**src/rtl/ssp_pkg.sv**
```systemverilog
package ssp_pkg;
    localparam int RATE_W = 2;

    typedef enum logic [1:0] {
        ST_IDLE = 2'd0,
        ST_HIGH = 2'd1,
        ST_LOW  = 2'd2
    } ssp_state_e;

    localparam logic [1:0] SRC_INT = 2'b00;
    localparam logic [1:0] SRC_TMR = 2'b01;

    typedef struct packed {
        logic              lsb_first;
        logic              rx_only;
        logic [1:0]        src;
        logic [RATE_W-1:0] rate;
    } ssp_mode_t;
endpackage

```
**src/rtl/ssp_clkgen.sv**
```systemverilog
module ssp_clkgen
    import ssp_pkg::*;
(
    input  logic              clk,
    input  logic              rst_n,
    input  logic              run,
    input  logic [1:0]        src,
    input  logic [RATE_W-1:0] rate,
    input  logic              sck_lvl,
    input  logic              sck_in,
    input  logic              tmr_tick,
    output logic              fall_ev,
    output logic              rise_ev
);
    localparam int CNT_W = (1 << RATE_W) - 1;

    logic [CNT_W-1:0] div_cnt;
    logic [CNT_W-1:0] div_lim;
    logic [CNT_W-1:0] one_v;
    logic             div_done;
    logic             toggle;
    logic             is_ext;
    logic [2:0]       sync_q;
    logic             ext_rise;
    logic             ext_fall;

    assign one_v    = {{(CNT_W-1){1'b0}}, 1'b1};
    assign div_lim  = (one_v << rate) - one_v;
    assign div_done = run && (div_cnt == div_lim);
    assign is_ext   = src[1];
    assign toggle   = (src == SRC_TMR) ? tmr_tick : div_done;
    assign ext_rise = sync_q[1] && !sync_q[2];
    assign ext_fall = !sync_q[1] && sync_q[2];

    always_ff @(posedge clk or negedge rst_n) begin
        if (!rst_n) begin
            div_cnt <= '0;
            sync_q  <= 3'b111;
        end else begin
            sync_q <= {sync_q[1:0], sck_in};
            if (!run || div_done) div_cnt <= '0;
            else                  div_cnt <= div_cnt + one_v;
        end
    end

    always_comb begin
        fall_ev = 1'b0;
        rise_ev = 1'b0;
        if (run) begin
            if (is_ext) begin
                fall_ev = ext_fall;
                rise_ev = ext_rise;
            end else begin
                fall_ev = toggle && sck_lvl;
                rise_ev = toggle && !sck_lvl;
            end
        end
    end

    // the divider never counts past the limit chosen by the rate field
    assert_div_bound_R6: assert property (@(posedge clk) disable iff (!rst_n)
        (run && src == SRC_INT) |-> (div_cnt <= div_lim));
endmodule

```
**src/rtl/ssp_ctrl.sv**
```systemverilog
module ssp_ctrl
    import ssp_pkg::*;
#(
    parameter int DATA_W = 8
) (
    input  logic              clk,
    input  logic              rst_n,
    input  logic              mode_wr,
    input  logic [$bits(ssp_mode_t)-1:0] mode_din,
    input  logic              buf_wr,
    input  logic [DATA_W-1:0] buf_din,
    input  logic              start,
    input  logic              si,
    input  logic              fall_ev,
    input  logic              rise_ev,
    output logic              run,
    output logic              sck_q,
    output logic              so,
    output logic              ints,
    output logic [DATA_W-1:0] sreg,
    output ssp_mode_t         mode_q
);
    localparam int BC_W = $clog2(DATA_W);

    ssp_state_e state, nxt;
    logic [BC_W-1:0] bit_cnt;
    logic            last;
    logic            out_bit;

    assign run     = (state != ST_IDLE);
    assign last    = (bit_cnt == BC_W'(DATA_W - 1));
    assign out_bit = mode_q.lsb_first ? sreg[0] : sreg[DATA_W-1];

    always_comb begin
        nxt = state;
        unique case (state)
            ST_IDLE: if (start)   nxt = ST_HIGH;
            ST_HIGH: if (fall_ev) nxt = ST_LOW;
            ST_LOW:  if (rise_ev) nxt = last ? ST_IDLE : ST_HIGH;
            default: nxt = ST_IDLE;
        endcase
    end

    always_ff @(posedge clk or negedge rst_n) begin
        if (!rst_n) state <= ST_IDLE;
        else        state <= nxt;
    end

    always_ff @(posedge clk or negedge rst_n) begin
        if (!rst_n) begin
            mode_q  <= '0;
            sreg    <= '0;
            bit_cnt <= '0;
            sck_q   <= 1'b1;
            so      <= 1'b1;
            ints    <= 1'b0;
        end else begin
            unique case (state)
                ST_IDLE: begin
                    sck_q <= 1'b1;
                    so    <= 1'b1;
                    if (mode_wr) mode_q <= ssp_mode_t'(mode_din);
                    if (buf_wr)  sreg   <= buf_din;
                    if (start) begin
                        bit_cnt <= '0;
                        ints    <= 1'b0;
                    end
                end
                ST_HIGH: begin
                    if (fall_ev) begin
                        sck_q <= 1'b0;
                        so    <= mode_q.rx_only ? 1'b1 : out_bit;
                    end
                end
                ST_LOW: begin
                    if (rise_ev) begin
                        sck_q   <= 1'b1;
                        bit_cnt <= bit_cnt + 1'b1;
                        if (mode_q.lsb_first) sreg <= {si, sreg[DATA_W-1:1]};
                        else                  sreg <= {sreg[DATA_W-2:0], si};
                        if (last) begin
                            ints <= 1'b1;
                            so   <= 1'b1;
                        end
                    end
                end
                default: ;
            endcase
        end
    end

    // idle lines rest high
    assert_idle_high_R2: assert property (@(posedge clk) disable iff (!rst_n)
        (state == ST_IDLE) |-> (sck_q && so));
    // the last capture edge ends the transfer with the request raised
    assert_end_irq_R2: assert property (@(posedge clk) disable iff (!rst_n)
        (state == ST_LOW && rise_ev && last) |=> (state == ST_IDLE && ints));
    // receive-only keeps the output line high
    assert_rx_only_so_R5: assert property (@(posedge clk) disable iff (!rst_n)
        (run && mode_q.rx_only) |-> so);
    // output moves only on shift-clock events
    assert_so_on_edge_R3: assert property (@(posedge clk) disable iff (!rst_n)
        (run && !fall_ev && !rise_ev) |=> $stable(so));
    // buffer only changes on a capture edge while running
    assert_buf_hold_R10: assert property (@(posedge clk) disable iff (!rst_n)
        (run && !(state == ST_LOW && rise_ev)) |=> $stable(sreg));
    // mode is frozen while running
    assert_mode_hold_R10: assert property (@(posedge clk) disable iff (!rst_n)
        run |=> $stable(mode_q));
endmodule

```
**src/rtl/ser_shift_port.sv**
```systemverilog
module ser_shift_port
    import ssp_pkg::*;
#(
    parameter int DATA_W = 8
) (
    input  logic              clk,
    input  logic              rst_n,
    input  logic              mode_wr,
    input  logic [5:0]        mode_din,
    input  logic              buf_wr,
    input  logic [DATA_W-1:0] buf_din,
    output logic [DATA_W-1:0] buf_dout,
    input  logic              start,
    input  logic              tmr_tick,
    input  logic              sck_in,
    input  logic              si,
    output logic              sck_out,
    output logic              sck_oe,
    output logic              so,
    output logic              ints
);
    logic      run;
    logic      sck_q;
    logic      fall_ev;
    logic      rise_ev;
    ssp_mode_t mode_q;

    ssp_ctrl #(.DATA_W(DATA_W)) u_ctrl (
        .clk      (clk),
        .rst_n    (rst_n),
        .mode_wr  (mode_wr),
        .mode_din (mode_din),
        .buf_wr   (buf_wr),
        .buf_din  (buf_din),
        .start    (start),
        .si       (si),
        .fall_ev  (fall_ev),
        .rise_ev  (rise_ev),
        .run      (run),
        .sck_q    (sck_q),
        .so       (so),
        .ints     (ints),
        .sreg     (buf_dout),
        .mode_q   (mode_q)
    );

    ssp_clkgen u_clkgen (
        .clk      (clk),
        .rst_n    (rst_n),
        .run      (run),
        .src      (mode_q.src),
        .rate     (mode_q.rate),
        .sck_lvl  (sck_q),
        .sck_in   (sck_in),
        .tmr_tick (tmr_tick),
        .fall_ev  (fall_ev),
        .rise_ev  (rise_ev)
    );

    assign sck_oe  = !mode_q.src[1];
    assign sck_out = sck_oe ? sck_q : 1'b1;

    // an external clock source never has the pin driven
    assert_ext_no_drive_R8: assert property (@(posedge clk) disable iff (!rst_n)
        mode_q.src[1] |-> (!sck_oe && sck_out));
endmodule

```
**config.mk**
```make
export PLATFORM = sky130hd
export DESIGN_NAME = ser_shift_port
export DESIGN_NICKNAME = d
export VERILOG_FILES = /design/src/rtl/ssp_pkg.sv /design/src/rtl/ssp_clkgen.sv /design/src/rtl/ssp_ctrl.sv /design/src/rtl/ser_shift_port.sv
export SDC_FILE = /design/constraint.sdc
export NUM_CORES = 1
export LEC_CHECK = 0
export BUFFER_PORTS_ARGS = -buffer_cell sky130_fd_sc_hd__buf_2
export CORE_MARGIN = 2
export CORE_UTILIZATION = 46
export DETAILED_ROUTE_END_ITERATION = 10
export PLACE_DENSITY_LB_ADDON = 0.08
export SETUP_SLACK_MARGIN = 0.1
export SLEW_MARGIN = 15
export SYNTH_ARGS = -nofsm -noshare
export SYNTH_HDL_FRONTEND = slang
export SYNTH_SLANG_ARGS = --single-unit
```
**constraint.sdc**
```tcl
create_clock -name clk -period 3.1 [get_ports clk]
set_input_delay 0.31 -clock clk [delete_from_list [all_inputs] [get_ports clk]]
set_output_delay 0.31 -clock clk [all_outputs]
set_load 0.02 [all_outputs]
```
==> results.toml, run 1 <==
[run_status]
status = "completed"

[global_routing]
antenna_found_initial = 0
grt-ovfl-total = 0
grt_usage_pct = 16.64
grt_max_degree = 29
grt_pass1_vias = 1032
grt_first_pass_wirelength_mm = 4.512

[setup_path]
crit_required_ps = 3330
startpoint_type = "register"
arrival_ps = 2630
r2r_end = "u_ctrl.sreg[3]$_DFFE_PN0P_"
ff2ff_setup_slack_ps = 700
crit_start = "u_ctrl.mode_q[1]$_DFFE_PN0P_"
r2r-start = "u_ctrl.mode_q[1]$_DFFE_PN0P_"
path_max_fanout = 8
crit_type = "register to register"
end_kind = "register"
ff2ff_path_depth = 6

[logic_synthesis]
syn-mean-instance-area_sq_um = 10.86
synth_flop_cell = "dfrtp_1"
synth_seq_area_share_pct = 49.30
synth_warnings = 0
synthArstFlopShare_pct = 100.0
synthCells = 132
ys_types = 34
synth_edf_count = 0
synth-seq-cells = 28
syn_nets = 157
syn_area_sq_mm = 0.001434

[power]
powerDensity_mw_per_mm2 = 978.2
irDropWorstVdd_v = 0.0003728
cellLeakagePower_nw = 0.7873

[floorplan]
die_h_microns = 59.83
start_util_pct = 47.75
ios = 34
rows = 20
dieWidth_microns = 59.83
dieArea_sq_mm = 0.003580
fp.coreArea_sq_mm = 0.003003

[cts]
cts_tree = "yes"
clock_latency_ps = 320
cts_resized = 0
cts_root_buf = "clkbuf_4"
cts.path.max_buffers = 2
cts_buffers = 3
clock-sinks = 28
htreeDepth = 1
clkTransAtPathRegs_ps = 150

[timing]
fin_crit_ps = 2404
finalSetupViolCount = 0
rsz0062_at_grt = "false"
timing.setup.tns_ps = 0
fin_skew_ps = 9.003
relSlewSlack_pct = 58.95
drv_slew = 0
tightest_slew_ps = 615.7
finalHoldViolations = 0
fin_crit_sh_pct = 77.54
max_freq_ghz = 0.4160

[detailed_routing]
drtPass1Iterations = 4
routed_wirelength_mm = 2.674
vias_per_cell = 5.487
ant_nets = 0
wl_per_cell_microns = 13.44
dr.first_iter.drc_count = 56
drc = 0
via_count = 1092

[worst_hold_path]
hold_end = "u_clkgen.sync_q[0]$_DFF_PN1_"
min_path_cells = 1
hold_start = "sck_in"
hold_path.class = "input port to register"

[place]
routabilityCongestion = 0.7748
io_buffer_count = 33
dpl.hpwl_mm = 2.020
dpl-instance-area_sq_mm = 0.001625

[final_layout]
regArea_sq_um = 706.9
final_common_cell = "buf_2"
drive_above_1_share_pct = 38.55
finish.instance_area_sq_mm = 0.001672
n_fill_cell = 285
layout_common_cells = "buf_2, dfrtp_1, nand2_1, mux2_2, o21ai_0"
fin_nets = 192
syn2layout_area_growth_pct = 16.58
diodes = 0
multi_input_area_sq_um = 689.4

[flow_run]
maxCapViolations = 0
[worst max-delay path by stage]
stage / endpoint / slack [ps] / depth (start not counted)
6_report: u_ctrl.sreg[3]$_DFFE_PN0P_ / 700 / 6
5_1_grt: u_ctrl.sreg[5]$_DFFE_PN0P_ / 490 / 6
4_1_cts: u_ctrl.sreg[6]$_DFFE_PN0P_ / 660 / 6
3_5_place_dp: u_ctrl.sreg[6]$_DFFE_PN0P_ / 670 / 6
3_3_place_gp: u_ctrl.sreg[3]$_DFFE_PN0P_ / 710 / 6
2_1_floorplan: u_ctrl.sreg[0]$_DFFE_PN0P_ / 910 / 6
[layer usage]
metal	track usage, %	part of all wire [%]	vias to the layer above
met1	22.25	49	533
met4	4.762	0.71	0
met3	3.247	3.0	2
met2	27.33	47	16
li1	-	-	541
met5	0	0	-
[state kept, by name, indices dropped and copies added (netlist names)]
signal	count
u_clkgen.div_cnt	3
u_ctrl.so	1
u_ctrl.bit_cnt	3
u_ctrl.mode_q	6
u_clkgen.sync_q	3
u_ctrl.ints	1
u_ctrl.sck_q	1
u_ctrl.state	2
u_ctrl.sreg	8
[report_power, final]
| group | total, mW | leakage [nW] | internal [mW] | switching [mW] |
|---|---|---|---|---|
| clock network | 0.176 | 0.0210 | 0.0718 | 0.104 |
| registers | 0.706 | 0.338 | 0.520 | 0.186 |
| logic | 0.753 | 0.429 | 0.376 | 0.377 |
[critical path: stages, from the launching register on]
cell     delay, ps
dfrtp_1        440
or4_1          500
a21oi_1        190
a31oi_1        130
o21a_4         290
nor3_4         380
mux2_2         380
[Yosys cell counts (2+ instances only)]
library cell | instances | area (sq um)
mux2i_1 | 10 | 100.1
o21ai_0 | 14 | 70.07
a21oi_1 | 4 | 20.02
mux2_2 | 15 | 168.9
nor2_1 | 7 | 26.28
a31oi_1 | 2 | 12.51
inv_1 | 6 | 22.52
clkbuf_1 | 4 | 15.01
nand2_1 | 15 | 56.30
nand4_1 | 2 | 12.51
nor3_1 | 2 | 10.01
dfrtp_1 | 23 | 575.6
dfstp_2 | 5 | 131.4
ha_1 | 3 | 37.54
[what timing repair did]
action / in CTS / in global routing
endpoints found under the hold margin: 15 / 0
hold buffers: 1 / 0
setup buffers: 0 / 0
[stage by stage]
stage | utilization, % | setup WS [ps] | cells | hold slack, ps | power (mW)
CTS | 55.67 | 662.0 | 199 | 60.71 | 1.657
finish | 55.67 | 696.3 | 199 | 73.78 | 1.635
floorplan | - | 905.5 | 132 | 14.41 | 1.270
global placement | 54.13 | 713.4 | 194 | 346.6 | 1.454
detailed placement | 54.13 | 672.4 | 194 | 349.5 | 1.477
global route | 55.67 | 492.4 | 199 | 33.85 | 1.778
[area by class of cell]
cell class / instances / share of cell area, %
clock buffer: 4 / 2.171
sequential: 28 / 42.29
tap: 33 / 2.470
multi-input combinational: 94 / 41.24
inverter: 6 / 1.347
timing repair buffer: 34 / 10.48
[logic make-up after synthesis]
kind of cell	share of synthesized area (%)
XOR/XNOR	0.6109
multiplexers	18.76
AO/OA/AOI/OAI	11.00
flip-flops	49.30
AND/OR/NAND/NOR	15.10
adder cells (fa/ha/maj)	2.618
buffers and inverters	2.617
(Power assumes the default switching activity.)
==> run 2: changes to the inputs <==
clock period = 2.3 ns   (was 3.1 ns; I/O delays follow)
==> run 2 against run 1 <==
Worst hold slack gained 35 ps. Sequential cell count is the same. Combinational power grew 130%. Non-clock buffer count grew 27. Sequential power grew 31%. Die area is the same. Routed wire length grew 26%. Highest routed layer unchanged. Utilization grew 12 points. Largest power group unchanged.
==> results.toml, run 2 (same netlist as run 1, synthesis figures left out) <==
[power]
cellLeakagePower_nw = 0.9905
irDropWorstVdd_v = 0.0006919
powerDensity_mw_per_mm2 = 1478
power_mw = 3.016

[timing]
setup_ws_ps = 19.86
drv_slew = 0
fin_crit_ps = 2280
whs_ps = 108.9
finalHoldViolations = 0
max_freq_ghz = 0.4386
finalSetupViolCount = 0
relSlewSlack_pct = 59.11
fin_skew_ps = 8.429
fin_crit_sh_pct = 99.14
rsz0062_at_grt = "true"
tightest_slew_ps = 613.3

[setup_path]
cpLargestDelayFamily = "simple AND/OR/NAND/NOR gates"
cp_slowest_cell = "or4_4"
ff2ff_setup_slack_ps = 20
end_kind = "register"
crit_required_ps = 2540
path_cells = "or4_4, a21oi_4, a31oi_4, o21a_4, nor3_4, buf_12, mux2_4"
cp_num_buf_inv = 1
arrival_ps = 2520
r2r-start = "u_ctrl.mode_q[1]$_DFFE_PN0P_"
startpoint_type = "register"
ff2ff_path_depth = 7
r2r_end = "u_ctrl.sreg[2]$_DFFE_PN0P_"
critPathMaxStageDelay_ps = 570
path_max_fanout = 8
crit_type = "register to register"

[floorplan]
rows = 20
die_h_microns = 59.83
start_util_pct = 47.75
ios = 34
fp.coreArea_sq_mm = 0.003003
dieArea_sq_mm = 0.003580
dieWidth_microns = 59.83

[final_layout]
layout_common_cells = "buf_2, dfrtp_1, nand2_1"
n_fill_cell = 247
fin_nets = 219
final_common_cell = "buf_2"
finish.instance_area_sq_mm = 0.002041
regMostFlops = "u_ctrl.sreg"
reg_top3 = "u_ctrl.sreg: 8 flops, u_ctrl.mode_q: 6 flops"
final_util_pct = 67.96
syn2layout_area_growth_pct = 42.32
drive_above_1_share_pct = 49.74
largest_reg_flops = 8
diodes = 0

[detailed_routing]
drtPass1Iterations = 4
dr.first_iter.drc_count = 56
via_count = 1220
routed_wirelength_mm = 3.362
wl_per_cell_microns = 14.88
drc = 0
ant_nets = 0
vias_per_cell = 5.398

[worst_hold_path]
hold_path.class = "input port to register"
hold_end = "u_ctrl.mode_q[2]$_DFFE_PN0P_"
hold_start = "mode_din[2]"
min_path_cells = 2

[place]
dpl-instance-area_sq_mm = 0.001720
io_buffer_count = 33
pre_cts_ws_ps = 9.794
dpl.hpwl_mm = 2.170
routabilityCongestion = 0.8309

[global_routing]
grt_first_pass_wirelength_mm = 5.202
grt_pass1_vias = 1126
grt_usage_pct = 19.53
antenna_found_initial = 0
grt_max_degree = 29
grt-ovfl-total = 0

[cts]
htreeDepth = 1
cts_tree = "yes"
clkTransAtPathRegs_ps = 160
clock-sinks = 28
cts_buffers = 3
clock_latency_ps = 340
cts_root_buf = "clkbuf_4"
cts.path.max_buffers = 2

[flow_run]
maxCapViolations = 0

[run_status]
status = "completed"
[run 2: cell types whose count changed in the layout (fill, tap and decap cells not counted), moves of 2 or more]
cell,delta
buf_6,+12
mux2_2,-10
nor3_1,-2
buf_4,+13
mux2_4,+10
nor3_2,+2
[run 2: metrics by stage]
stage,std cells,TNS (ps)
2_1_floorplan,132,0
5_1_grt,226,-461.6
4_1_cts,225,0
3_3_place_gp,205,0
6_report,226,0
3_5_place_dp,205,0
[run 2: layout make-up]
type	instances	area (sq um)	area share, %
clock inverters	1	30.03	1.471
well taps	33	41.29	2.023
multi-input cells	94	779.5	38.20
clock buffers	3	22.52	1.104
flip-flops and latches	28	706.9	34.64
repair buffers	61	437.9	21.46
inverters	6	22.52	1.104
[run 2: worst reg2reg max path, cell delays in order, from the launching register on]
cell and delay (ps):
dfrtp_1 450, or4_4 570, a21oi_4 190, a31oi_4 60, o21a_4 250, nor3_4 190, buf_12 160, mux2_4 300
[run 2: worst max path at each step]
stage	to	slack, ps	start	cells after the start
floorplan	u_ctrl.sreg[0]$_DFFE_PN0P_	110	u_ctrl.mode_q[1]$_DFFE_PN0P_	6
global placement	u_ctrl.bit_cnt[0]$_DFFE_PN0P_	70	u_ctrl.mode_q[0]$_DFFE_PN0P_	7
finish	u_ctrl.sreg[2]$_DFFE_PN0P_	20	u_ctrl.mode_q[1]$_DFFE_PN0P_	7
CTS	u_ctrl.sreg[3]$_DFFE_PN0P_	80	u_clkgen.div_cnt[0]$_DFF_PN0_	7
global route	u_ctrl.sreg[2]$_DFFE_PN0P_	-60	u_ctrl.mode_q[1]$_DFFE_PN0P_	7
detailed placement	u_ctrl.so$_DFFE_PN1P_	10	u_ctrl.mode_q[0]$_DFFE_PN0P_	7
[run 2: timing repair]
| item | 4_1_cts | 5_1_grt |
|---|---|---|
| endpoints found under the hold margin | 24 | 0 |
| pin swaps | 4 | 7 |
| setup buffers | 14 | 2 |
| resized for setup | 7 | 24 |
| hold buffers | 2 | 0 |
| endpoints found under the setup margin | 10 | 11 |
[run 2: power by group]
part	internal, mW	switching (mW)	leakage (nW)
clock	0.176	0.152	0.0279
combinational	1.00	0.759	0.625
sequential	0.701	0.225	0.338
total	1.88	1.14	0.990
[run 2: layer usage]
metal	part of all wire (%)	global-route usage, %
met1	46	26.56
met2	50	31.37
met3	2.9	2.597
met4	1.6	7.937
met5	0	0
==> run 3: changes to the inputs <==
CELL_PAD_IN_SITES_DETAIL_PLACEMENT = 1   (was unset)
CELL_PAD_IN_SITES_GLOBAL_PLACEMENT = 1   (was unset)
CORE_UTILIZATION = 40   (was 46)
==> run 3 against run 2 <==
Setup slack gained 100 ps. Critical path depth is the same. Maximum frequency grew 4.6%. Worst hold slack lost 5.1 ps. Via count shrank 3.9%. Sequential power shrank 2%. Cell count grew 0.44%. Largest cell class unchanged.
==> results.toml, run 3 (same netlist as run 1, synthesis figures left out) <==
[setup_path]
r2r-start = "u_ctrl.mode_q[0]$_DFFE_PN0P_"
path_cells = "or4_4, a21oi_4, a31oi_4, o21a_4, nor3_4, buf_12, mux2_4"
end_kind = "register"
startpoint_type = "register"
ff2ff_setup_slack_ps = 120
arrival_ps = 2410
crit_type = "register to register"
ff2ff_path_depth = 7
r2r_end = "u_ctrl.sreg[2]$_DFFE_PN0P_"
path_max_fanout = 8
crit_required_ps = 2530
cp_slowest_cell = "or4_4"
critPathMaxStageDelay_ps = 530

[global_routing]
grt_first_pass_wirelength_mm = 5.940
grt_usage_pct = 18.29
grt_max_degree = 29
busiest_layer = "met2"
use_met3_pct = 3.169
grt-ovfl-total = 0
grtUsageMet1_pct = 23.50
antenna_found_initial = 0
grt_pass1_vias = 1239
use_met2_pct = 30.86

[timing]
fin_crit_sh_pct = 94.78
timing.setup.tns_ps = 0
drv_slew = 0
fin_crit_ps = 2180
relSlewSlack_pct = 58.37
max_freq_ghz = 0.4587
tightest_slew_ps = 624.4
setup_ws_ps = 120.1
finalSetupViolCount = 0
fin_skew_ps = 13.05
whs_ps = 103.8
rsz0062_at_grt = "true"
finalHoldViolations = 0

[floorplan]
dieWidth_microns = 63.87
start_util_pct = 42.30
rows = 21
ios = 34
dieArea_sq_mm = 0.004079
die_h_microns = 63.87
fp.coreArea_sq_mm = 0.003390

[worst_hold_path]
hold_start = "mode_din[3]"
min_path_cells = 3
hold_end = "u_ctrl.mode_q[3]$_DFFE_PN0P_"
hold_path.class = "input port to register"

[cts]
cts_tree = "yes"
htreeDepth = 1
clock_latency_ps = 340
cts.path.max_buffers = 2
cts_buffers = 3
clkTransAtPathRegs_ps = 150
clock-sinks = 28
cts_root_buf = "clkbuf_4"

[final_layout]
diodes = 0
fin_nets = 207
drive_above_1_share_pct = 45.30
layout_common_cells = "buf_2, dfrtp_1, nand2_1"
syn2layout_area_growth_pct = 31.06
final_util_pct = 55.44
largest_reg_flops = 8
reg_top3 = "u_ctrl.sreg: 8 flops, u_ctrl.mode_q: 6 flops"
regMostFlops = "u_ctrl.sreg"
final_common_cell = "buf_2"
finish.instance_area_sq_mm = 0.001879
final_cells = 227

[detailed_routing]
routed_wirelength_mm = 3.322
dr.first_iter.drc_count = 34
drtPass1Iterations = 4
ant_nets = 0
wl_per_cell_microns = 14.63
vias_per_cell = 5.163
via_count = 1172
drc = 0

[run_status]
status = "completed"

[place]
io_buffer_count = 33
pre_cts_ws_ps = -9.228
routabilityCongestion = 0.8125
dpl.cell_count = 218
dpl-instance-area_sq_mm = 0.001737
dpl.hpwl_mm = 2.538

[power]
powerDensity_mw_per_mm2 = 1383
irDropWorstVdd_v = 0.0005079
power_mw = 2.599
cellLeakagePower_nw = 0.8997

[flow_run]
maxCapViolations = 0
[run 3: worst max path at each step]
stage / start / to / slack [ps] / cells past startpoint
6_report: u_ctrl.mode_q[0]$_DFFE_PN0P_ / u_ctrl.sreg[2]$_DFFE_PN0P_ / 120 / 7
5_1_grt: u_ctrl.mode_q[1]$_DFFE_PN0P_ / u_ctrl.sreg[2]$_DFFE_PN0P_ / 20 / 7
4_1_cts: u_ctrl.mode_q[1]$_DFFE_PN0P_ / u_ctrl.sreg[2]$_DFFE_PN0P_ / 80 / 7
3_5_place_dp: u_ctrl.mode_q[1]$_DFFE_PN0P_ / u_ctrl.so$_DFFE_PN1P_ / -9 / 7
3_3_place_gp: u_ctrl.mode_q[1]$_DFFE_PN0P_ / u_ctrl.sreg[5]$_DFFE_PN0P_ / 90 / 7
2_1_floorplan: u_ctrl.mode_q[1]$_DFFE_PN0P_ / u_ctrl.sreg[0]$_DFFE_PN0P_ / 110 / 6
[run 3: layout make-up]
type | instances | area, sq um
Sequential cell | 28 | 706.9
Tap cell | 46 | 57.56
Timing Repair Buffer | 49 | 302.8
Clock buffer | 4 | 26.28
Fill cell | 394 | 1510
Inverter | 6 | 22.52
Multi-Input combinational cell | 94 | 763.2
[run 3: worst max-delay path, delay by kind of cell (launching register included)]
kind	cells	cell delay, ps
buffers and inverters	1	160
multiplexers	1	300
AND/OR/NAND/NOR	2	720
flip-flops	1	420
AO/OA/AOI/OAI	3	460
[run 3: metal layers]
layer | part of all wire [%] | up-vias | wire length (microns)
met2 | 50 | 19 | 1674
met3 | 3.4 | 4 | 114
li1 | - | 572 | -
met1 | 45 | 577 | 1487
met5 | 0 | - | 0
met4 | 1.4 | 0 | 45
[run 3: repair_timing]
item                       in CTS  in global routing
setup buffers                   3                  1
pin swaps                       5                  2
setup endpoints to repair      10                 10
gates cloned                    0                  0
hold endpoints to repair       24                  0
hold buffers                    2                  0
resized for setup              15                  1
[run 3: where the power goes]
group	leakage [nW]	switching (mW)	internal, mW
clock	0.0150	0.145	0.0681
sequential	0.338	0.209	0.701
combinational	0.547	0.691	0.785
total	0.900	1.05	1.55
